## config.mk

```make
export PLATFORM = sky130hd
export DESIGN_NAME = upset_gated_accum
export DESIGN_NICKNAME = d
export VERILOG_FILES = /design/src/rtl/uga_pkg.sv /design/src/rtl/uga_window.sv /design/src/rtl/uga_guard.sv /design/src/rtl/uga_commit.sv /design/src/rtl/upset_gated_accum.sv
export SDC_FILE = /design/constraint.sdc
export NUM_CORES = 1
export LEC_CHECK = 0
export BUFFER_PORTS_ARGS = -buffer_cell sky130_fd_sc_hd__buf_2
export CAP_MARGIN = 5
export CORE_ASPECT_RATIO = 1.2
export CORE_MARGIN = 2
export CORE_UTILIZATION = 40
export DETAILED_ROUTE_END_ITERATION = 10
export PLACE_DENSITY_LB_ADDON = 0.25
export SLEW_MARGIN = 20
export SYNTH_ARGS = -nofsm -noshare
export SYNTH_HDL_FRONTEND = slang
export SYNTH_HIERARCHICAL = 1
export SYNTH_SLANG_ARGS = --single-unit
```

## constraint.sdc

```tcl
create_clock -name clk_i -period 3.82 [get_ports clk_i]
set_clock_uncertainty 0.2 [all_clocks]
set_input_delay 0 -clock clk_i [delete_from_list [all_inputs] [get_ports clk_i]]
set_output_delay 0 -clock clk_i [all_outputs]
set_load 0.005 [all_outputs]
```

## src/rtl/uga_pkg.sv

```systemverilog
package uga_pkg;
    typedef enum logic {
        MODE_DROP = 1'b0,
        MODE_TAG  = 1'b1
    } uga_mode_e;
endpackage

```

## src/rtl/uga_window.sv

```systemverilog
// Collects one window: cycle counter, running sum and upset flag.
module uga_window #(
    parameter int SAMPLE_W = 16,
    parameter int LEN_W    = 12,
    parameter int SUM_W    = 28
) (
    input  logic                clk_i,
    input  logic                rst_ni,
    input  logic                clr_i,
    input  logic [LEN_W-1:0]    win_len_i,
    input  logic                smp_vld_i,
    input  logic [SAMPLE_W-1:0] smp_data_i,
    input  logic                upset_i,
    output logic                close_o,
    output logic [SUM_W-1:0]    close_sum_o,
    output logic                close_bad_o
);
    localparam int EXT_W = SUM_W - SAMPLE_W;

    typedef struct packed {
        logic [LEN_W-1:0] cnt;
        logic [SUM_W-1:0] sum;
        logic             bad;
    } win_t;

    win_t st_d, st_q;
    logic [SUM_W-1:0] add_w, sum_inc_w;
    logic             last_w, bad_now_w;

    always_comb begin
        add_w     = smp_vld_i ? {{EXT_W{smp_data_i[SAMPLE_W-1]}}, smp_data_i} : '0;
        sum_inc_w = st_q.sum + add_w;
        bad_now_w = st_q.bad | upset_i;
        // a zero length compares as one cycle
        last_w    = ({1'b0, st_q.cnt} + (LEN_W+1)'(1)) >= {1'b0, win_len_i};

        close_o     = last_w && !clr_i;
        close_sum_o = sum_inc_w;
        close_bad_o = bad_now_w;

        st_d = st_q;
        if (clr_i) begin
            st_d = '0;
        end else if (last_w) begin
            st_d = '0;
        end else begin
            st_d.cnt = st_q.cnt + LEN_W'(1);
            st_d.sum = sum_inc_w;
            st_d.bad = bad_now_w;
        end
    end

    always_ff @(posedge clk_i or negedge rst_ni) begin
        if (!rst_ni) st_q <= '0;
        else         st_q <= st_d;
    end
endmodule

```

## src/rtl/uga_guard.sv

```systemverilog
// Holds a closed window until its guard period has run out.
module uga_guard #(
    parameter int SUM_W   = 28,
    parameter int GUARD_W = 16
) (
    input  logic               clk_i,
    input  logic               rst_ni,
    input  logic               clr_i,
    input  logic [GUARD_W-1:0] guard_len_i,
    input  logic               upset_i,
    input  logic               close_i,
    input  logic [SUM_W-1:0]   close_sum_i,
    input  logic               close_bad_i,
    output logic               pend_o,
    output logic               decide_o,
    output logic [SUM_W-1:0]   dec_sum_o,
    output logic               dec_bad_o
);
    typedef struct packed {
        logic               pend;
        logic [GUARD_W-1:0] gcnt;
        logic [SUM_W-1:0]   sum;
        logic               bad;
    } grd_t;

    grd_t st_d, st_q;

    always_comb begin
        pend_o    = st_q.pend;
        decide_o  = st_q.pend && (st_q.gcnt == '0) && !clr_i;
        dec_sum_o = st_q.sum;
        dec_bad_o = st_q.bad | upset_i;

        st_d = st_q;
        if (st_q.pend) begin
            if (st_q.gcnt == '0) begin
                st_d.pend = 1'b0;
            end else begin
                st_d.gcnt = st_q.gcnt - GUARD_W'(1);
                st_d.bad  = st_q.bad | upset_i;
            end
        end
        if (close_i) begin
            st_d.pend = 1'b1;
            st_d.gcnt = guard_len_i;
            st_d.sum  = close_sum_i;
            st_d.bad  = close_bad_i;
        end
        if (clr_i) st_d = '0;
    end

    always_ff @(posedge clk_i or negedge rst_ni) begin
        if (!rst_ni) st_q <= '0;
        else         st_q <= st_d;
    end
endmodule

```

## src/rtl/uga_commit.sv

```systemverilog
// Applies the decision: fold into the total, drop and count, or emit a record.
module uga_commit #(
    parameter int SUM_W  = 28,
    parameter int TOT_W  = 44,
    parameter int DROP_W = 8
) (
    input  logic              clk_i,
    input  logic              rst_ni,
    input  logic              clr_i,
    input  uga_pkg::uga_mode_e mode_i,
    input  logic              decide_i,
    input  logic [SUM_W-1:0]  dec_sum_i,
    input  logic              dec_bad_i,
    output logic [TOT_W-1:0]  total_o,
    output logic              rec_vld_o,
    output logic [SUM_W-1:0]  rec_sum_o,
    output logic              rec_ok_o,
    output logic [DROP_W-1:0] drop_cnt_o
);
    import uga_pkg::*;

    localparam int                EXT_W    = TOT_W - SUM_W;
    localparam logic [DROP_W-1:0] DROP_MAX = '1;

    typedef struct packed {
        logic [TOT_W-1:0]  total;
        logic              rvld;
        logic [SUM_W-1:0]  rsum;
        logic              rok;
        logic [DROP_W-1:0] drops;
    } cmt_t;

    cmt_t st_d, st_q;

    always_comb begin
        st_d      = st_q;
        st_d.rvld = 1'b0;
        if (decide_i) begin
            if (mode_i == MODE_TAG) begin
                st_d.rvld = 1'b1;
                st_d.rsum = dec_sum_i;
                st_d.rok  = !dec_bad_i;
            end else if (!dec_bad_i) begin
                st_d.total = st_q.total + {{EXT_W{dec_sum_i[SUM_W-1]}}, dec_sum_i};
            end else if (st_q.drops != DROP_MAX) begin
                st_d.drops = st_q.drops + DROP_W'(1);
            end
        end
        if (clr_i) st_d = '0;
    end

    always_ff @(posedge clk_i or negedge rst_ni) begin
        if (!rst_ni) st_q <= '0;
        else         st_q <= st_d;
    end

    assign total_o    = st_q.total;
    assign rec_vld_o  = st_q.rvld;
    assign rec_sum_o  = st_q.rsum;
    assign rec_ok_o   = st_q.rok;
    assign drop_cnt_o = st_q.drops;
endmodule

```

## src/rtl/upset_gated_accum.sv

```systemverilog
module upset_gated_accum #(
    parameter int SAMPLE_W  = 16,
    parameter int WIN_LEN_W = 12,
    parameter int GUARD_W   = 16,
    parameter int COMMIT_W  = 16,
    parameter int DROP_W    = 8
) (
    input  logic                                           clk_i,
    input  logic                                           rst_ni,
    input  logic                                           clr_i,
    input  logic                                           mode_i,
    input  logic [WIN_LEN_W-1:0]                           win_len_i,
    input  logic [GUARD_W-1:0]                             guard_len_i,
    input  logic                                           smp_vld_i,
    input  logic signed [SAMPLE_W-1:0]                     smp_data_i,
    input  logic                                           upset_i,
    output logic signed [SAMPLE_W+WIN_LEN_W+COMMIT_W-1:0]  total_o,
    output logic                                           rec_vld_o,
    output logic signed [SAMPLE_W+WIN_LEN_W-1:0]           rec_sum_o,
    output logic                                           rec_ok_o,
    output logic [DROP_W-1:0]                              drop_cnt_o
);
    localparam int SUM_W = SAMPLE_W + WIN_LEN_W;
    localparam int TOT_W = SUM_W + COMMIT_W;

    logic             close_w, close_bad_w, pend_w, decide_w, dec_bad_w;
    logic [SUM_W-1:0] close_sum_w, dec_sum_w, rec_sum_w;
    logic [TOT_W-1:0] total_w;
    uga_pkg::uga_mode_e mode_w;

    assign mode_w = uga_pkg::uga_mode_e'(mode_i);

    uga_window #(.SAMPLE_W(SAMPLE_W), .LEN_W(WIN_LEN_W), .SUM_W(SUM_W)) u_window (
        .clk_i(clk_i), .rst_ni(rst_ni), .clr_i(clr_i), .win_len_i(win_len_i),
        .smp_vld_i(smp_vld_i), .smp_data_i(smp_data_i), .upset_i(upset_i),
        .close_o(close_w), .close_sum_o(close_sum_w), .close_bad_o(close_bad_w)
    );

    uga_guard #(.SUM_W(SUM_W), .GUARD_W(GUARD_W)) u_guard (
        .clk_i(clk_i), .rst_ni(rst_ni), .clr_i(clr_i), .guard_len_i(guard_len_i),
        .upset_i(upset_i), .close_i(close_w), .close_sum_i(close_sum_w),
        .close_bad_i(close_bad_w), .pend_o(pend_w), .decide_o(decide_w),
        .dec_sum_o(dec_sum_w), .dec_bad_o(dec_bad_w)
    );

    uga_commit #(.SUM_W(SUM_W), .TOT_W(TOT_W), .DROP_W(DROP_W)) u_commit (
        .clk_i(clk_i), .rst_ni(rst_ni), .clr_i(clr_i), .mode_i(mode_w),
        .decide_i(decide_w), .dec_sum_i(dec_sum_w), .dec_bad_i(dec_bad_w),
        .total_o(total_w), .rec_vld_o(rec_vld_o), .rec_sum_o(rec_sum_w),
        .rec_ok_o(rec_ok_o), .drop_cnt_o(drop_cnt_o)
    );

    assign total_o   = total_w;
    assign rec_sum_o = rec_sum_w;
endmodule

```

==> results of run 1 <==
layer usage:
| metal | vias to the layer above | part of all wire (%) |
|---|---|---|
| met1 | 4634 | 45 |
| met5 | - | 0 |
| met2 | 221 | 49 |
| met3 | 49 | 3.8 |
| li1 | 4674 | - |
| met4 | 0 | 2.4 |
Yosys cell counts, types with 22 or more instances:
master    instances  area [µm²]
a21o_1           22         165
a21oi_1          87         435
a22o_1           30         263
and2_1           44         275
buf_4            33         248
clkbuf_1         34         128
dfrtp_1         169        4230
ha_1             86        1080
inv_1            34         128
mux2i_1          36         360
nand2_1         120         450
nor2_1           94         353
nor3_1           22         110
o21ai_0          66         330
xnor2_1          34         298
xor2_1           41         359
report_power, final:
group,internal [W],total [W],switching [W]
registers,0.00184,0.00186,0.0000209
clock network,0.000969,0.00172,0.000750
logic,0.000233,0.000613,0.000379
total,0.00304,0.00419,0.00115
sequential cells by signal (all words and copies together) (netlist names), 8 cells and up:
signal               count
u_commit/drop_cnt_o      8
u_guard/dec_sum_o       28
u_guard/st_q            17
u_commit/total_o        44
u_commit/rec_sum_o      28
u_window/st_q           41
logic make-up (layout without fill, tap and decap cells):
family / Yosys count / count (layout)
compound gates: 341 / 341
xor+xnor: 75 / 75
fa+ha+maj: 88 / 88
buf+inv: 123 / 247
flops: 169 / 169
mux: 37 / 37
simple gates: 409 / 409
final cells by class:
cell class,count,area share (%)
timing repair buffer,179,8.21
clock inverter,13,1.10
sequential,169,32.1
multi-input combinational,950,50.7
clock buffer,19,3.29
tap,379,3.60
inverter,36,1.03
worst paths after layout:
path | cells after the start | end | slack (ns) | from
setup / recovery | 12 | u_guard/dec_sum_o[25] | 0.33 | u_window/st_q[32]
hold / removal | 2 | u_window/st_q[34] | 0.02 | rst_ni
setup reg to reg | 12 | u_guard/dec_sum_o[25] | 0.33 | u_window/st_q[32]
hold reg to reg | 1 | u_commit/rec_sum_o[3] | 0.30 | u_commit/rec_sum_o[3]
max in group asynchronous | 3 | u_commit/total_o[22] | 2.37 | rst_ni
min in group clk_i | 5 | u_window/st_q[5] | 0.05 | smp_data_i[4]
stage by stage:
step | setup slack, ns | std cells | area [µm²] | hold WS, ns
after floorplan | 0.383 | 1242 | 11500 | -0.496
after global placement | 0.348 | 1689 | 12300 | -0.0657
after detailed placement | 0.261 | 1689 | 12300 | -0.0659
after CTS | 0.217 | 1745 | 13200 | 0.0121
after global routing | 0.0765 | 1745 | 13200 | 0.0816
final | 0.328 | 1745 | 13200 | 0.0223
repair_timing:
action | 4_1_cts | 5_1_grt
hold buffers | 24 | 0
gates resized for setup | 0 | 2
endpoints found under the hold margin | 119 | 0
setup endpoints to repair | 0 | 4
==> out/metrics.cfg, run 1 <==
[synth]
synthSimpleGateAreaFrac_pct = 18.3
ys_ff_latch = 169
postSynthCellCount = 1242
synth_xor_xnor_area_share_pct = 5.72
synth_fa_ha_area_share_pct = 9.72
synth_top_family_by_area = compound AO/OA/AOI/OAI gates
synth_ff_type = dfrtp_1
async_flop_share_pct = 100
ys_seq_area_share_pct = 36.8
synth_nets = 1380
yosysWarnings = 6
synth_edf_count = 0
syn-cell-area_um2 = 11500
yosysUniqueCellTypes = 95
avgSynthCellArea_um2 = 9.25
synth_compound_area_share_pct = 20.8
synthMuxAreaShare_pct = 3.24

[global_routing]
met2_usage_pct = 34.7
grt_first_pass_wirelength_mm = 48.9
grt_util_met1_pct = 26.9
track_usage_pct = 20.6
busiest_layer = met2
grt-ovfl-total = 0
antenna_found_initial = 0
met3_usage_pct = 2.85
grt_max_degree = 90
grt_pass1_vias = 9422

[timing]
slew_headroom_pct = 27.6
worst_pin_slew_ns = 1.09
fin_crit_sh_pct = 91.4
hold_viol = 0
finalSetupViolations = 0
drv_slew = 0
rsz0062_at_grt = false
final.setup.tns_ns = 0
fin_crit_ns = 3.49
fmax_mhz = 286

[clocking]
insertion_delay_ns = 0.44
numClockSinks = 169
cts_tree = built
postCtsSetupBuffers = 0
path_clk_slew_ns = 0.07
clockRootBuffer = clkbuf_16
cts_buffers = 17
h-tree-depth = 4
clockBufferDepth = 2

[place]
port_buffers = 131
gp_congestion = 0.945
place_hpwl_mm = 22.5

[pwr]
p_per_area_nw_per_um2 = 318
irDropWorstVdd_v = 0.000275
power_w = 0.00419
p_leak_nw = 6.31

[worst_setup_path]
cp_slowest_stage_delay_ns = 0.52
critPathTopFamily = simple AND/OR/NAND/NOR gates
crit_arrival_ns = 3.60
critPathLaunchType = register
cp-end-kind = register
crit_fanout = 35
crit_type = reg -> reg
cp_slowest_cell = buf_4
crit_path_cell_trace = nand4_1 -> or2_1 -> nor2_1 -> xor2_1 -> ha_1 -> nand3_1 -> nor4_1 -> nand3_1 -> a31oi_4 -> buf_4 -> mux2i_1 -> nor2_1
crit_buf_inv = 1
critPathRequiredTime_ns = 3.93

[detailed_routing]
via_count = 9578
wl_per_cell_um = 17.4
drt_first_pass_iters = 5
dr.first_iter.drc_count = 604
drtAntennaViolNets = 0
route.detailed.drc = 0
wl_mm = 30.3
avgViaCountPerCell = 5.49

[floorplanning]
core-area_um2 = 28100
die_y_um = 190
row_count = 67
initial_core_util_pct = 40.9
boundaryPins = 132
die_area_um2 = 30100
die_w_um = 159

[final_layout]
antennaDiodeCount = 0
final_cell_mix = dfrtp_1 (169), buf_2 (130), nand2_1 (120)
fin_util_pct = 46.9
drive_above_1_share_pct = 17.9
seqCellArea_um2 = 4230
n_fill_cell = 2677
layout_commonest_cell = dfrtp_1
num-nets-final = 1491
areaGrowthSynthToFinish_pct = 14.7
multi_input_area_um2 = 6680

[status]
outcome = completed

[min_path]
hold_class = in -> async

[job]
cap_viol_max_count = 0

Power figures use the tool's default switching activity.
==> run 2: changes to the inputs <==
CELL_PAD_IN_SITES_DETAIL_PLACEMENT = 2   (was default)
CELL_PAD_IN_SITES_GLOBAL_PLACEMENT = 2   (was default)
CORE_UTILIZATION = 37   (was 40)
==> run 2 against run 1 <==
Net effect: the run now ends with hold timing left; flip-flop and latch count unchanged; critical path depth increased by 1; total power increased by 4.4%; sequential share of layout area decreased by 0.41 points; die area increased by 7.9%; global-route usage increased by 3.5 points; wire length increased by 26%; register-to-register slack got worse by 0.29 ns; cell count increased by 1.7%; worst setup slack got worse by 0.29 ns.
==> out/metrics.cfg, run 2 (synthesized netlist as in run 1, its figures left out) <==
[clocking]
numClockSinks = 169
cts_buffers = 17
h-tree-depth = 4
clockBufferDepth = 2
clockRootBuffer = clkbuf_16
insertion_delay_ns = 0.45
cts_tree = built
path_clk_slew_ns = 0.08

[worst_setup_path]
critPathLaunchType = register
crit_fanout = 5
crit_buf_inv = 1
critPathTopFamily = simple AND/OR/NAND/NOR gates
critPathRequiredTime_ns = 3.97
cp-end-kind = register
cp.depth = 13
cp_slowest_stage_delay_ns = 0.44
cp_slowest_cell = or3b_4
crit_path_cell_trace = nand4_1 -> or2_1 -> nor2_1 -> xor2_1 -> ha_1 -> nand3_1 -> nand2b_1 -> a31oi_4 -> clkbuf_2 -> or3b_4 -> nor4_4 -> a32oi_1 -> o22ai_1
crit_arrival_ns = 3.93
r2r_cells = 13
crit_type = reg -> reg

[final_layout]
seqCellArea_um2 = 4230
final_cell_mix = dfrtp_1 (168), buf_2 (130), nand2_1 (120)
fin_area_um2 = 13300
areaGrowthSynthToFinish_pct = 16.2
layout_commonest_cell = dfrtp_1
n_fill_cell = 3322
fin_util_pct = 43.7
drive_above_1_share_pct = 18.9
num-nets-final = 1503
antennaDiodeCount = 0
largest_reg_flops = 44
multi_input_area_um2 = 6680

[floorplanning]
die_y_um = 197
row_count = 70
initial_core_util_pct = 37.6
die_area_um2 = 32500
boundaryPins = 132
die_w_um = 165
core-area_um2 = 30600

[detailed_routing]
dr.first_iter.drc_count = 450
drtAntennaViolNets = 0
route.detailed.drc = 0
wl_mm = 38.1
drt_first_pass_iters = 5
wl_per_cell_um = 21.5
avgViaCountPerCell = 5.64
via_count = 9998

[timing]
holdWs_ns = -0.0196
worst_pin_slew_ns = 0.885
slew_headroom_pct = 40.2
hold_viol = 16
fmax_mhz = 265
finalSetupViolations = 0
drv_slew = 0
fin_crit_sh_pct = 98.9
fin_crit_ns = 3.78

[global_routing]
track_usage_pct = 24.1
antenna_found_initial = 0
grt-ovfl-total = 0
grt_max_degree = 83
grt_first_pass_wirelength_mm = 61.2
grt_pass1_vias = 11216

[place]
place_hpwl_mm = 28.1
port_buffers = 131
gp_congestion = 0.845
placedInstanceArea_um2 = 12400

[pwr]
p_leak_nw = 6.41
irDropWorstVdd_v = 0.000288
p_per_area_nw_per_um2 = 328
power_w = 0.00438

[job]
cap_viol_max_count = 0

[status]
violations = hold timing
outcome = finished with violations

[min_path]
hold_class = in -> async

## run 2: cell types whose count changed in the layout (fill, tap and decap cells not counted), sizes merged
cell	delta
buf	+10
clkinvlp	-5
inv	+5
bufinv	+1
clkbuf	-1
clkinv	+1
dlygate4sd3	+1
## run 2: power breakdown
group	internal, W	leakage [nW]	total, W	switching, W
registers	0.00184	2.34	0.00186	0.0000220
clock network	0.00105	0.306	0.00187	0.000823
logic	0.000235	3.77	0.000647	0.000412
## run 2: worst paths after layout
kind	start	endpoint	slack, ns
min in group clk_i	smp_data_i[2]	u_window/st_q[3]	0.07
worst min register to register	u_commit/rec_sum_o[16]	u_commit/rec_sum_o[16]	0.29
worst min-delay path	rst_ni	u_commit/total_o[39]	-0.02
max in group asynchronous	rst_ni	u_commit/total_o[25]	2.50
worst max-delay path	u_window/st_q[33]	u_guard/st_q[43]	0.04
worst max register to register	u_window/st_q[33]	u_guard/st_q[43]	0.04
## run 2: routing by layer
metal | vias up | global-route usage, % | share of wire (%)
met5 | - | 0 | 0
met4 | 0 | 8.02 | 2.5
met3 | 60 | 2.82 | 1.9
met2 | 162 | 42.9 | 52
met1 | 5077 | 30.1 | 44
li1 | 4699 | - | -
## run 2: timing repair
action,CTS,global route
buffers inserted,0,11
gates resized for setup,1,6
pin swaps,0,8
hold buffers,25,0
endpoints found under the setup margin,1,25
endpoints found under the hold margin,112,0
## run 2: final cells by class
| cell class | instances | share of cell area, % |
|---|---|---|
| clock buffer | 17 | 3.19 |
| multi-input combinational | 950 | 50.1 |
| tap | 396 | 3.71 |
| clock inverter | 15 | 1.40 |
| inverter | 36 | 1.01 |
| sequential | 169 | 31.7 |
| timing repair buffer | 191 | 8.93 |
## run 2: metrics by stage
stage               setup WS (ns)  hold WS (ns)  setup TNS (ns)  cells
CTS                        0.0278        0.0176               0   1763
floorplan                   0.383        -0.496               0   1242
detailed placement         0.0503        -0.106               0   1706
global route               -0.132        0.0492          -0.317   1774
global placement            0.375        -0.107               0   1706
finish                     0.0428       -0.0196               0   1774
